===== src/rtl/par_pkg.sv =====
// Package par_pkg
// Shared types and elaboration-time helpers for the partitioned add reducer.
// Assumes operand counts small enough that the loops below end quickly.
package par_pkg;

    // Split enables carried down the pipeline with the data.
    typedef struct packed {
        logic lo;   // block carry into the lower split point
        logic hi;   // block carry into the upper split point
    } split_t;

    // Terms left after one 3:2 level acting on n terms.
    function automatic int after_level(input int n);
        if (n <= 2) return n;
        return 2 * (n / 3) + (n % 3);
    endfunction

    // Number of 3:2 levels needed to bring n terms down to two or fewer.
    function automatic int tree_depth(input int n);
        int t;
        int d;
        t = n;
        d = 0;
        while (t > 2) begin
            t = after_level(t);
            d = d + 1;
        end
        return d;
    endfunction

    // Terms present at the output of level k (level 0 = inputs).
    function automatic int terms_at(input int n, input int k);
        int t;
        t = n;
        for (int i = 0; i < k; i++) t = after_level(t);
        return t;
    endfunction

endpackage


===== src/rtl/par_stage_reg.sv =====
// Module par_stage_reg
// Optional pipeline register for one tree level. When USE_REG is 1 the
// word is captured each rising edge and cleared by the synchronous
// active-low reset; when 0 the word passes straight through.
module par_stage_reg #(
    parameter int DW      = 34,
    parameter bit USE_REG = 1'b1
) (
    input  logic          clk,
    input  logic          rst_n,
    input  logic [DW-1:0] d,
    output logic [DW-1:0] q
);

    generate
        if (USE_REG) begin : g_reg
            logic [DW-1:0] q_r;
            // Capture the level output, cleared by reset.
            always_ff @(posedge clk) begin
                if (!rst_n) q_r <= '0;
                else        q_r <= d;
            end
            assign q = q_r;
        end else begin : g_wire
            logic unused_clk;
            // Pass-through: the level is not registered.
            assign unused_clk = clk ^ rst_n;
            assign q = d;
        end
    endgenerate

endmodule


===== src/rtl/par_csa_level.sv =====
// Module par_csa_level
// One 3:2 carry-save level. Terms are taken three at a time; each group
// yields a sum word and a carry word shifted up by one, with the carry
// into any enabled split point dropped. One or two left-over terms pass
// unchanged. Slots at and above OUT_T are driven to zero.
// Assumes IN_T > 2 and IN_T <= MAXT.
module par_csa_level
    import par_pkg::*;
#(
    parameter int W     = 16,
    parameter int LO    = 4,
    parameter int HI    = 8,
    parameter int MAXT  = 9,
    parameter int IN_T  = 9,
    localparam int GROUPS = IN_T / 3,
    localparam int REST   = IN_T % 3,
    localparam int OUT_T  = 2 * GROUPS + REST,
    localparam int TW     = MAXT * W
) (
    input  logic          clk,
    input  logic          rst_n,
    input  split_t        split,
    input  logic [TW-1:0] in_terms,
    output logic [TW-1:0] out_terms
);

    logic [W-1:0] keep;

    // Carry keep mask: clear the bit a carry would enter at a live split.
    always_comb begin
        keep = '1;
        if (split.lo) keep[LO] = 1'b0;
        if (split.hi) keep[HI] = 1'b0;
    end

    generate
        for (genvar g = 0; g < GROUPS; g++) begin : g_grp
            logic [W-1:0] x, y, z, maj;
            assign x   = in_terms[(3*g)*W   +: W];
            assign y   = in_terms[(3*g+1)*W +: W];
            assign z   = in_terms[(3*g+2)*W +: W];
            assign maj = (x & y) | (x & z) | (y & z);
            assign out_terms[(2*g)*W   +: W] = x ^ y ^ z;
            assign out_terms[(2*g+1)*W +: W] = {maj[W-2:0], 1'b0} & keep;
        end
        for (genvar r = 0; r < REST; r++) begin : g_rest
            assign out_terms[(2*GROUPS+r)*W +: W] = in_terms[(3*GROUPS+r)*W +: W];
        end
        for (genvar j = OUT_T; j < MAXT; j++) begin : g_zero
            assign out_terms[j*W +: W] = '0;
        end
    endgenerate

    localparam logic [W-1:0] M_FULL = '1;
    localparam logic [W-1:0] M_HI8  = M_FULL << HI;
    localparam logic [W-1:0] M_LO8  = ~M_HI8;
    localparam logic [W-1:0] M_HI12 = M_FULL << LO;
    localparam logic [W-1:0] M_N0   = ~M_HI12;
    localparam logic [W-1:0] M_N1   = M_HI12 & M_LO8;

    // Lane total of all terms in a vector, wrapped to the lane.
    function automatic logic [W-1:0] lane_total(input logic [TW-1:0] v,
                                                 input logic [W-1:0] m);
        logic [W-1:0] acc;
        acc = '0;
        for (int s = 0; s < MAXT; s++) acc = acc + (v[s*W +: W] & m);
        return acc & m;
    endfunction

    AST_CSA_FULL: assert property (@(posedge clk) disable iff (!rst_n)
        (!split.lo && !split.hi) |->
        lane_total(in_terms, M_FULL) == lane_total(out_terms, M_FULL));
    AST_CSA_BYTES: assert property (@(posedge clk) disable iff (!rst_n)
        (!split.lo && split.hi) |->
        (lane_total(in_terms, M_HI8) == lane_total(out_terms, M_HI8) &&
         lane_total(in_terms, M_LO8) == lane_total(out_terms, M_LO8)));
    AST_CSA_LOW_NIBBLE: assert property (@(posedge clk) disable iff (!rst_n)
        (split.lo && !split.hi) |->
        (lane_total(in_terms, M_HI12) == lane_total(out_terms, M_HI12) &&
         lane_total(in_terms, M_N0) == lane_total(out_terms, M_N0)));
    AST_CSA_THREE: assert property (@(posedge clk) disable iff (!rst_n)
        (split.lo && split.hi) |->
        (lane_total(in_terms, M_HI8) == lane_total(out_terms, M_HI8) &&
         lane_total(in_terms, M_N1) == lane_total(out_terms, M_N1) &&
         lane_total(in_terms, M_N0) == lane_total(out_terms, M_N0)));

endmodule


===== src/rtl/par_final_add.sv =====
// Module par_final_add
// Partitioned two-input adder closing the tree. Adds slots 0 and 1 in
// three segments; the carry between segments is blocked when the split
// at that boundary is enabled. Assumes slots 2 and above carry zero.
module par_final_add
    import par_pkg::*;
#(
    parameter int W    = 16,
    parameter int LO   = 4,
    parameter int HI   = 8,
    parameter int MAXT = 9,
    localparam int TW  = MAXT * W
) (
    input  logic          clk,
    input  logic          rst_n,
    input  split_t        split,
    input  logic [TW-1:0] terms,
    output logic [W-1:0]  sum
);

    logic [W-1:0]    a, b;
    logic [LO:0]     s0;
    logic [HI-LO:0]  s1;
    logic [W-HI-1:0] s2;
    logic            c0, c1;

    assign a = terms[0 +: W];
    assign b = terms[W +: W];

    // Segment adds with carries gated at live split points.
    always_comb begin
        s0 = {1'b0, a[LO-1:0]} + {1'b0, b[LO-1:0]};
        c0 = s0[LO] & ~split.lo;
        s1 = {1'b0, a[HI-1:LO]} + {1'b0, b[HI-1:LO]} + {{(HI-LO){1'b0}}, c0};
        c1 = s1[HI-LO] & ~split.hi;
        s2 = a[W-1:HI] + b[W-1:HI] + {{(W-HI-1){1'b0}}, c1};
        sum = {s2, s1[HI-LO-1:0], s0[LO-1:0]};
    end

    logic tail_zero;
    // Any term beyond the two added ones must be zero.
    always_comb begin
        tail_zero = 1'b1;
        for (int s = 2; s < MAXT; s++)
            if (terms[s*W +: W] != '0) tail_zero = 1'b0;
    end

    AST_TAIL_CLEAR: assert property (@(posedge clk) disable iff (!rst_n)
        tail_zero);
    AST_ADD_FULL: assert property (@(posedge clk) disable iff (!rst_n)
        (!split.lo && !split.hi) |-> sum == W'(a + b));
    AST_ADD_BYTES: assert property (@(posedge clk) disable iff (!rst_n)
        (!split.lo && split.hi) |->
        (sum[W-1:HI] == (W-HI)'(a[W-1:HI] + b[W-1:HI]) &&
         sum[HI-1:0] == HI'(a[HI-1:0] + b[HI-1:0])));
    AST_ADD_LOW_NIBBLE: assert property (@(posedge clk) disable iff (!rst_n)
        (split.lo && !split.hi) |->
        (sum[W-1:LO] == (W-LO)'(a[W-1:LO] + b[W-1:LO]) &&
         sum[LO-1:0] == LO'(a[LO-1:0] + b[LO-1:0])));
    AST_ADD_THREE: assert property (@(posedge clk) disable iff (!rst_n)
        (split.lo && split.hi) |->
        (sum[W-1:HI] == (W-HI)'(a[W-1:HI] + b[W-1:HI]) &&
         sum[HI-1:LO] == (HI-LO)'(a[HI-1:LO] + b[HI-1:LO]) &&
         sum[LO-1:0] == LO'(a[LO-1:0] + b[LO-1:0])));

endmodule


===== src/rtl/part_add_reduce.sv =====
// Module part_add_reduce
// Top of the partitioned multi-operand add reducer. Builds a chain of
// 3:2 levels sized from N_OPS, an optional register after each level as
// chosen by REG_MASK (bit 0 = inputs), and a partitioned final adder.
// The split enables travel with the data through every register.
// Assumes N_OPS <= 15 and REG_MASK selects no level deeper than the tree.
module part_add_reduce
    import par_pkg::*;
#(
    parameter int          N_OPS    = 9,
    parameter int          W        = 16,
    parameter int          LO       = 4,
    parameter int          HI       = 8,
    parameter logic [15:0] REG_MASK = 16'h0015,
    localparam int DEPTH = tree_depth(N_OPS),
    localparam int MAXT  = (N_OPS < 2) ? 2 : N_OPS,
    localparam int TW    = MAXT * W,
    localparam int DW    = TW + 2,
    localparam int OPS_W = ((N_OPS > 0) ? N_OPS : 1) * W
) (
    input  logic             clk,
    input  logic             rst_n,
    input  logic [OPS_W-1:0] ops,
    input  logic             split_lo_en,
    input  logic             split_hi_en,
    output logic [W-1:0]     sum
);

    localparam logic [15:0] ALLOWED = (16'h1 << (DEPTH + 1)) - 16'h1;

    generate
        if (N_OPS > 15 || N_OPS < 0 || (REG_MASK & ~ALLOWED) != 16'h0) begin : g_bad_cfg
            $error("part_add_reduce: operand count or register level out of range");
        end
    endgenerate

    logic [DW-1:0] raw [0:DEPTH];
    logic [DW-1:0] lvl [0:DEPTH];
    logic [TW-1:0] in_terms;

    // Spread the operands over the term slots, zero-filling the rest.
    generate
        for (genvar s = 0; s < MAXT; s++) begin : g_in
            if (s < N_OPS) begin : g_op
                assign in_terms[s*W +: W] = ops[s*W +: W];
            end else begin : g_pad
                assign in_terms[s*W +: W] = '0;
            end
        end
        if (N_OPS == 0) begin : g_no_ops
            logic unused_ops;
            assign unused_ops = ^ops;
        end
    endgenerate

    assign raw[0] = {split_lo_en, split_hi_en, in_terms};

    generate
        for (genvar k = 0; k <= DEPTH; k++) begin : g_lvl
            par_stage_reg #(
                .DW      (DW),
                .USE_REG (REG_MASK[k])
            ) u_reg (
                .clk   (clk),
                .rst_n (rst_n),
                .d     (raw[k]),
                .q     (lvl[k])
            );
        end
        for (genvar k = 1; k <= DEPTH; k++) begin : g_csa
            logic [TW-1:0] nxt;
            par_csa_level #(
                .W    (W),
                .LO   (LO),
                .HI   (HI),
                .MAXT (MAXT),
                .IN_T (terms_at(N_OPS, k - 1))
            ) u_csa (
                .clk       (clk),
                .rst_n     (rst_n),
                .split     (split_t'(lvl[k-1][TW +: 2])),
                .in_terms  (lvl[k-1][TW-1:0]),
                .out_terms (nxt)
            );
            assign raw[k] = {lvl[k-1][TW +: 2], nxt};
        end
    endgenerate

    par_final_add #(
        .W    (W),
        .LO   (LO),
        .HI   (HI),
        .MAXT (MAXT)
    ) u_final (
        .clk   (clk),
        .rst_n (rst_n),
        .split (split_t'(lvl[DEPTH][TW +: 2])),
        .terms (lvl[DEPTH][TW-1:0]),
        .sum   (sum)
    );

endmodule


===== config.mk =====
export PLATFORM = sky130hd
export DESIGN_NAME = part_add_reduce
export DESIGN_NICKNAME = d
export VERILOG_FILES = /design/src/rtl/par_pkg.sv /design/src/rtl/par_stage_reg.sv /design/src/rtl/par_csa_level.sv /design/src/rtl/par_final_add.sv /design/src/rtl/part_add_reduce.sv
export SDC_FILE = /design/constraint.sdc
export NUM_CORES = 1
export LEC_CHECK = 0
export ABC_CLOCK_PERIOD_IN_PS = 5220
export CORE_MARGIN = 4
export CORE_UTILIZATION = 60
export CTS_CLUSTER_SIZE = 25
export DETAILED_ROUTE_END_ITERATION = 10
export GPL_ROUTABILITY_DRIVEN = 0
export PLACE_DENSITY = 0.85
export SLEW_MARGIN = 10
export SYNTH_ARGS = -nofsm -noshare
export SYNTH_HDL_FRONTEND = slang
export SYNTH_HIERARCHICAL = 1
export SYNTH_SLANG_ARGS = --single-unit

===== constraint.sdc =====
create_clock -name clk -period 5.22 [get_ports clk]
set_input_delay 0.522 -clock clk [delete_from_list [all_inputs] [get_ports clk]]
set_output_delay 0.522 -clock clk [all_outputs]
set_load 0.005 [all_outputs]

## Yosys cells after proc, flatten, opt, wreduce, memory -nomap -nowiden

Cells that the tools add are included.

- Register bits: 246

- Muxes and demuxes: 4
- Bitwise logic cells: 60
- Add/sub/neg operators: 5

Operators with widths:

| cell | count |
|---|---|
| AND 15 bit | 21 |
| bitwise XOR 16 bit | 14 |
| OR 15 bit | 14 |
| AND 16 bit | 7 |
| adder 4 x 4 -> 5 bit | 2 |
| adder 8 x 1 -> 8 bit | 1 |
| adder 8 bit | 1 |
| adder 5 x 1 -> 5 bit | 1 |
| 2-to-1 mux 1 bit | 4 |
| AND 1 bit | 2 |
| NOT 1 bit | 2 |

## Longest topological paths before layout

- Depth after elaboration: 8
- Depth in mapped cells: 16
- Gate-level depth less buffers: 16

## Cells and area by module

The synthesis kept the hierarchy.

Modules (own cells, without submodules):

| module | area each (µm²) | cells an instance | times used | sequential area each (µm²) |
|---|---|---|---|---|
| par_stage_reg (g_lvl[0].u_reg ...) | 4058.9 | 308 | 3 | 2922.8 |
| par_csa_level (g_csa[3].u_csa ...) | 1188.6 | 132 | 2 | 0.0 |
| par_stage_reg (g_lvl[1].u_reg ...) | 1096.1 | 146 | 2 | 0.0 |
| par_csa_level (g_csa[1].u_csa) | 1471.4 | 130 | 1 | 0.0 |
| par_csa_level (g_csa[2].u_csa) | 1342.5 | 135 | 1 | 0.0 |
| par_final_add | 535.5 | 59 | 1 | 0.0 |

## Least setup slack after synthesis

No wires, ideal clock.

- Kind: register -> output
- From: register g_lvl[4].u_reg.g_reg.q_r[0]
- To: output port sum[14]
- Stages on the path, launching flop included: 17
- Data arrival time: 3.766 ns
- Slack: 0.932 ns
- Path buffers: 0
- Path through: dfxtp_1 ha_1 fa_1 a21o_1 a21oi_1 nor2_1 fa_1 fa_1 a21o_1 a21oi_1 nor2_1 fa_1 fa_1 a21oi_1 o211ai_1 a21oi_1 xnor2_1

- Word-level cells in the longest chain between the ends: 5

Ends and longest elaborated chain:

| what | line | RTL |
|---|---|---|
| start, declared | par_stage_reg.sv:17 | `logic [DW-1:0] q_r;` |
| start signal, assigned | par_stage_reg.sv:20 | `if (!rst_n) q_r <= '0;` |
| start signal, assigned | par_stage_reg.sv:21 | `else q_r <= d;` |
| adder 4 x 4 -> 5 bit | par_final_add.sv:32 | `s0 = {1'b0, a[LO-1:0]} + {1'b0, b[LO-1:0]};` |
| AND 1 bit | par_final_add.sv:33 | `c0 = s0[LO] & ~split.lo;` |
| adder 5 x 1 -> 5 bit | par_final_add.sv:34 | `s1 = {1'b0, a[HI-1:LO]} + {1'b0, b[HI-1:LO]} + {{(HI-LO){1'b0}}, c0};` |
| AND 1 bit | par_final_add.sv:35 | `c1 = s1[HI-LO] & ~split.hi;` |
| adder 8 x 1 -> 8 bit | par_final_add.sv:36 | `s2 = a[W-1:HI] + b[W-1:HI] + {{(W-HI-1){1'b0}}, c1};` |
| end, declared | part_add_reduce.sv:26 | `output logic [W-1:0] sum` |

No other way between the ends.

## Final worst setup path

- From: register g_lvl[4].u_reg.g_reg.q_r[0]
- To: output port sum[12]

The elaborated chain is that of the path after synthesis.

==> impl_results.md <==
- Status: finished clean
- Multi-input logic area: 0.00452 mm^2
- Pin count of the biggest net entering global routing: 95
- CP startpoint kind: flop
- Unrepaired setup endpoints after global routing: false
- Fin Clk Skew: between 5 and 6 ps
- FF-to-FF Start: g_lvl[0].u_reg/q[7]
- Fin. max-slew vios: 0
- Initial antenna violation count: 2
- Core ar.: about 0.018 mm^2
- Die height: between 100 and 150 um
- Max reg flops: roughly 250
- Mapped Area: around 0.011 mm^2
- DP Worst Slack: between 90 and 100 ps
- Clock buffer depth: 3
- Min Tclk post-route: just under 5000 ps
- TritonCTS clock tree: built
- CTS Buf Count: 25
- Worst vdd rail ir drop: roughly 0.24 mV
- Post-DP HPWL: around 13 mm
- Final wirelength: 16.7 mm
- Syn Area/Cell: about 12 um^2
- Max_cap viols: 0
- # DRC: 0
- H-tree depth: 1
- First-pass iteration count of the detailed router: 4
- Vias per cell: between 4 and 5
- Final worst-path cycle share: 0.937
- Clock Latency Late Sink: around 500 ps
- Yosys warns: 6
- Area delta synth->final: 10.8%
- Type of the worst min-delay path: reg2reg
- Total GRT Usage: 0.166
- Starting density of the core: 0.615
- Total die area: approximately 0.021 mm^2
- Final setup vio count: 0
- I/O Buffers: between 150 and 200
- Setup crit end kind: output port
- Required @ worst endpoint: approximately 4700 ps
- Leak pwr: roughly 5.4 nW
- Die width: 144 um
- Share of layout cells above drive strength 1: 0.108
- GRT overflow: 0
- WL per Instance: roughly 14 um
- Drt initial violations: ~170
- Fmax: around 0.2 GHz
- Global-route wire length before repair: between 20 and 30 mm
- # hold bufs at CTS: 0
- Crit path from: g_lvl[4].u_reg/q[0]
- Max FO, Critical Path: 2
- Clk root buf: clkbuf_16
- Post-Synthesis Cells: between 900 and 1000
- Fillcell total: approximately 1300
- Vias in the first global route: approximately 5700
- Sinks on Clock Net: 246
- Worst-Margin Slew: ~650 ps
- Crit path arrival time: 4370 ps
- Vias: between 5000 and 6000
- Std-Cell Rows: a little under 50
- Hold Vio Cnt, Final: 0
- Final core utilization: 0.682
- Final ANT Viol Nets: 0
- CTS clk-pin slew, worst paths: around 60 ps
- CP Class: reg2out
- Most frequent cells in the layout: dfxtp_1, and2_1, clkdlybuf4s50_1, fa_1, and2_2
- Setup TNS: 0 ps
- Hold Crit Start: g_lvl[2].u_reg/q[144]
- Relative slew slack: 0.564
- Storage cell area: ~0.0049 mm^2
- Commonest non-fill, non-tap cell in the layout: dfxtp_1
- Net count, final: around 1200
- I/O pins: 164
- Antenna cells: 0
- Pwr Total: about 0.0048 W
- Final worst slack: 327 ps
- Pwr/cell area: approximately 390 mW/mm^2
## layer usage
layer / global-route usage / up-vias / part of all wire
met5: 0 / - / 0.0016
met4: 0.0540 / 4 / 0.024
met3: 0.0440 / 28 / 0.064
met2: 0.278 / 126 / 0.49
met1: 0.212 / 2481 / 0.42
li1: - / 2573 / -
## path summary, 6_finish.rpt
kind	to	slack, ps	depth (start not counted)
min	g_lvl[4].u_reg/q[144]	500	1
max	sum[12]	330	17
min reg2reg	g_lvl[4].u_reg/q[144]	500	1
max reg2reg	g_lvl[2].u_reg/q[7]	3430	7
## worst max-delay path, stage by stage (launching register included)
cell,delay [ps]
dfxtp_1,300
ha_1,220
fa_2,360
a21o_1,170
a21oi_1,130
nor2_1,70
fa_2,350
fa_2,370
a21o_1,200
a21oi_2,150
nor2_1,70
fa_2,390
fa_2,370
a21oi_2,170
nor2b_1,60
nor2_1,110
xnor2_1,140
dlygate4sd2_1,250
## layout make-up
class,count,area share
clock buffer,36,0.0588
clock inverter,6,0.00870
inverter,41,0.0124
multi-input combinational,437,0.365
sequential,246,0.398
tap,229,0.0232
timing repair buffer,166,0.133
## repair_timing
item	CTS	global route
resized for setup	9	7
setup buffers	1	0
pin swaps	2	2
setup endpoints to repair	5	3
## power by group
| group | total (W) | internal (W) | switching (W) |
|---|---|---|---|
| clock network | 0.00178 | 0.00111 | 0.000672 |
| registers | 0.00216 | 0.00206 | 0.0000941 |
| logic | 0.000863 | 0.000518 | 0.000346 |
| total | 0.00480 | 0.00369 | 0.00111 |
## metrics by stage
| stage | std cells | hold slack [ps] | cell area [um^2] |
|---|---|---|---|
| 3_3_place_gp | 1118 | 487 | 11500 |
| 6_report | 1161 | 503 | 12400 |
| 2_1_floorplan | 925 | 544 | 11200 |
| 5_1_grt | 1161 | 527 | 12400 |
| 3_5_place_dp | 1118 | 493 | 11500 |
| 4_1_cts | 1161 | 507 | 12400 |
(Power assumes the default switching activity.)
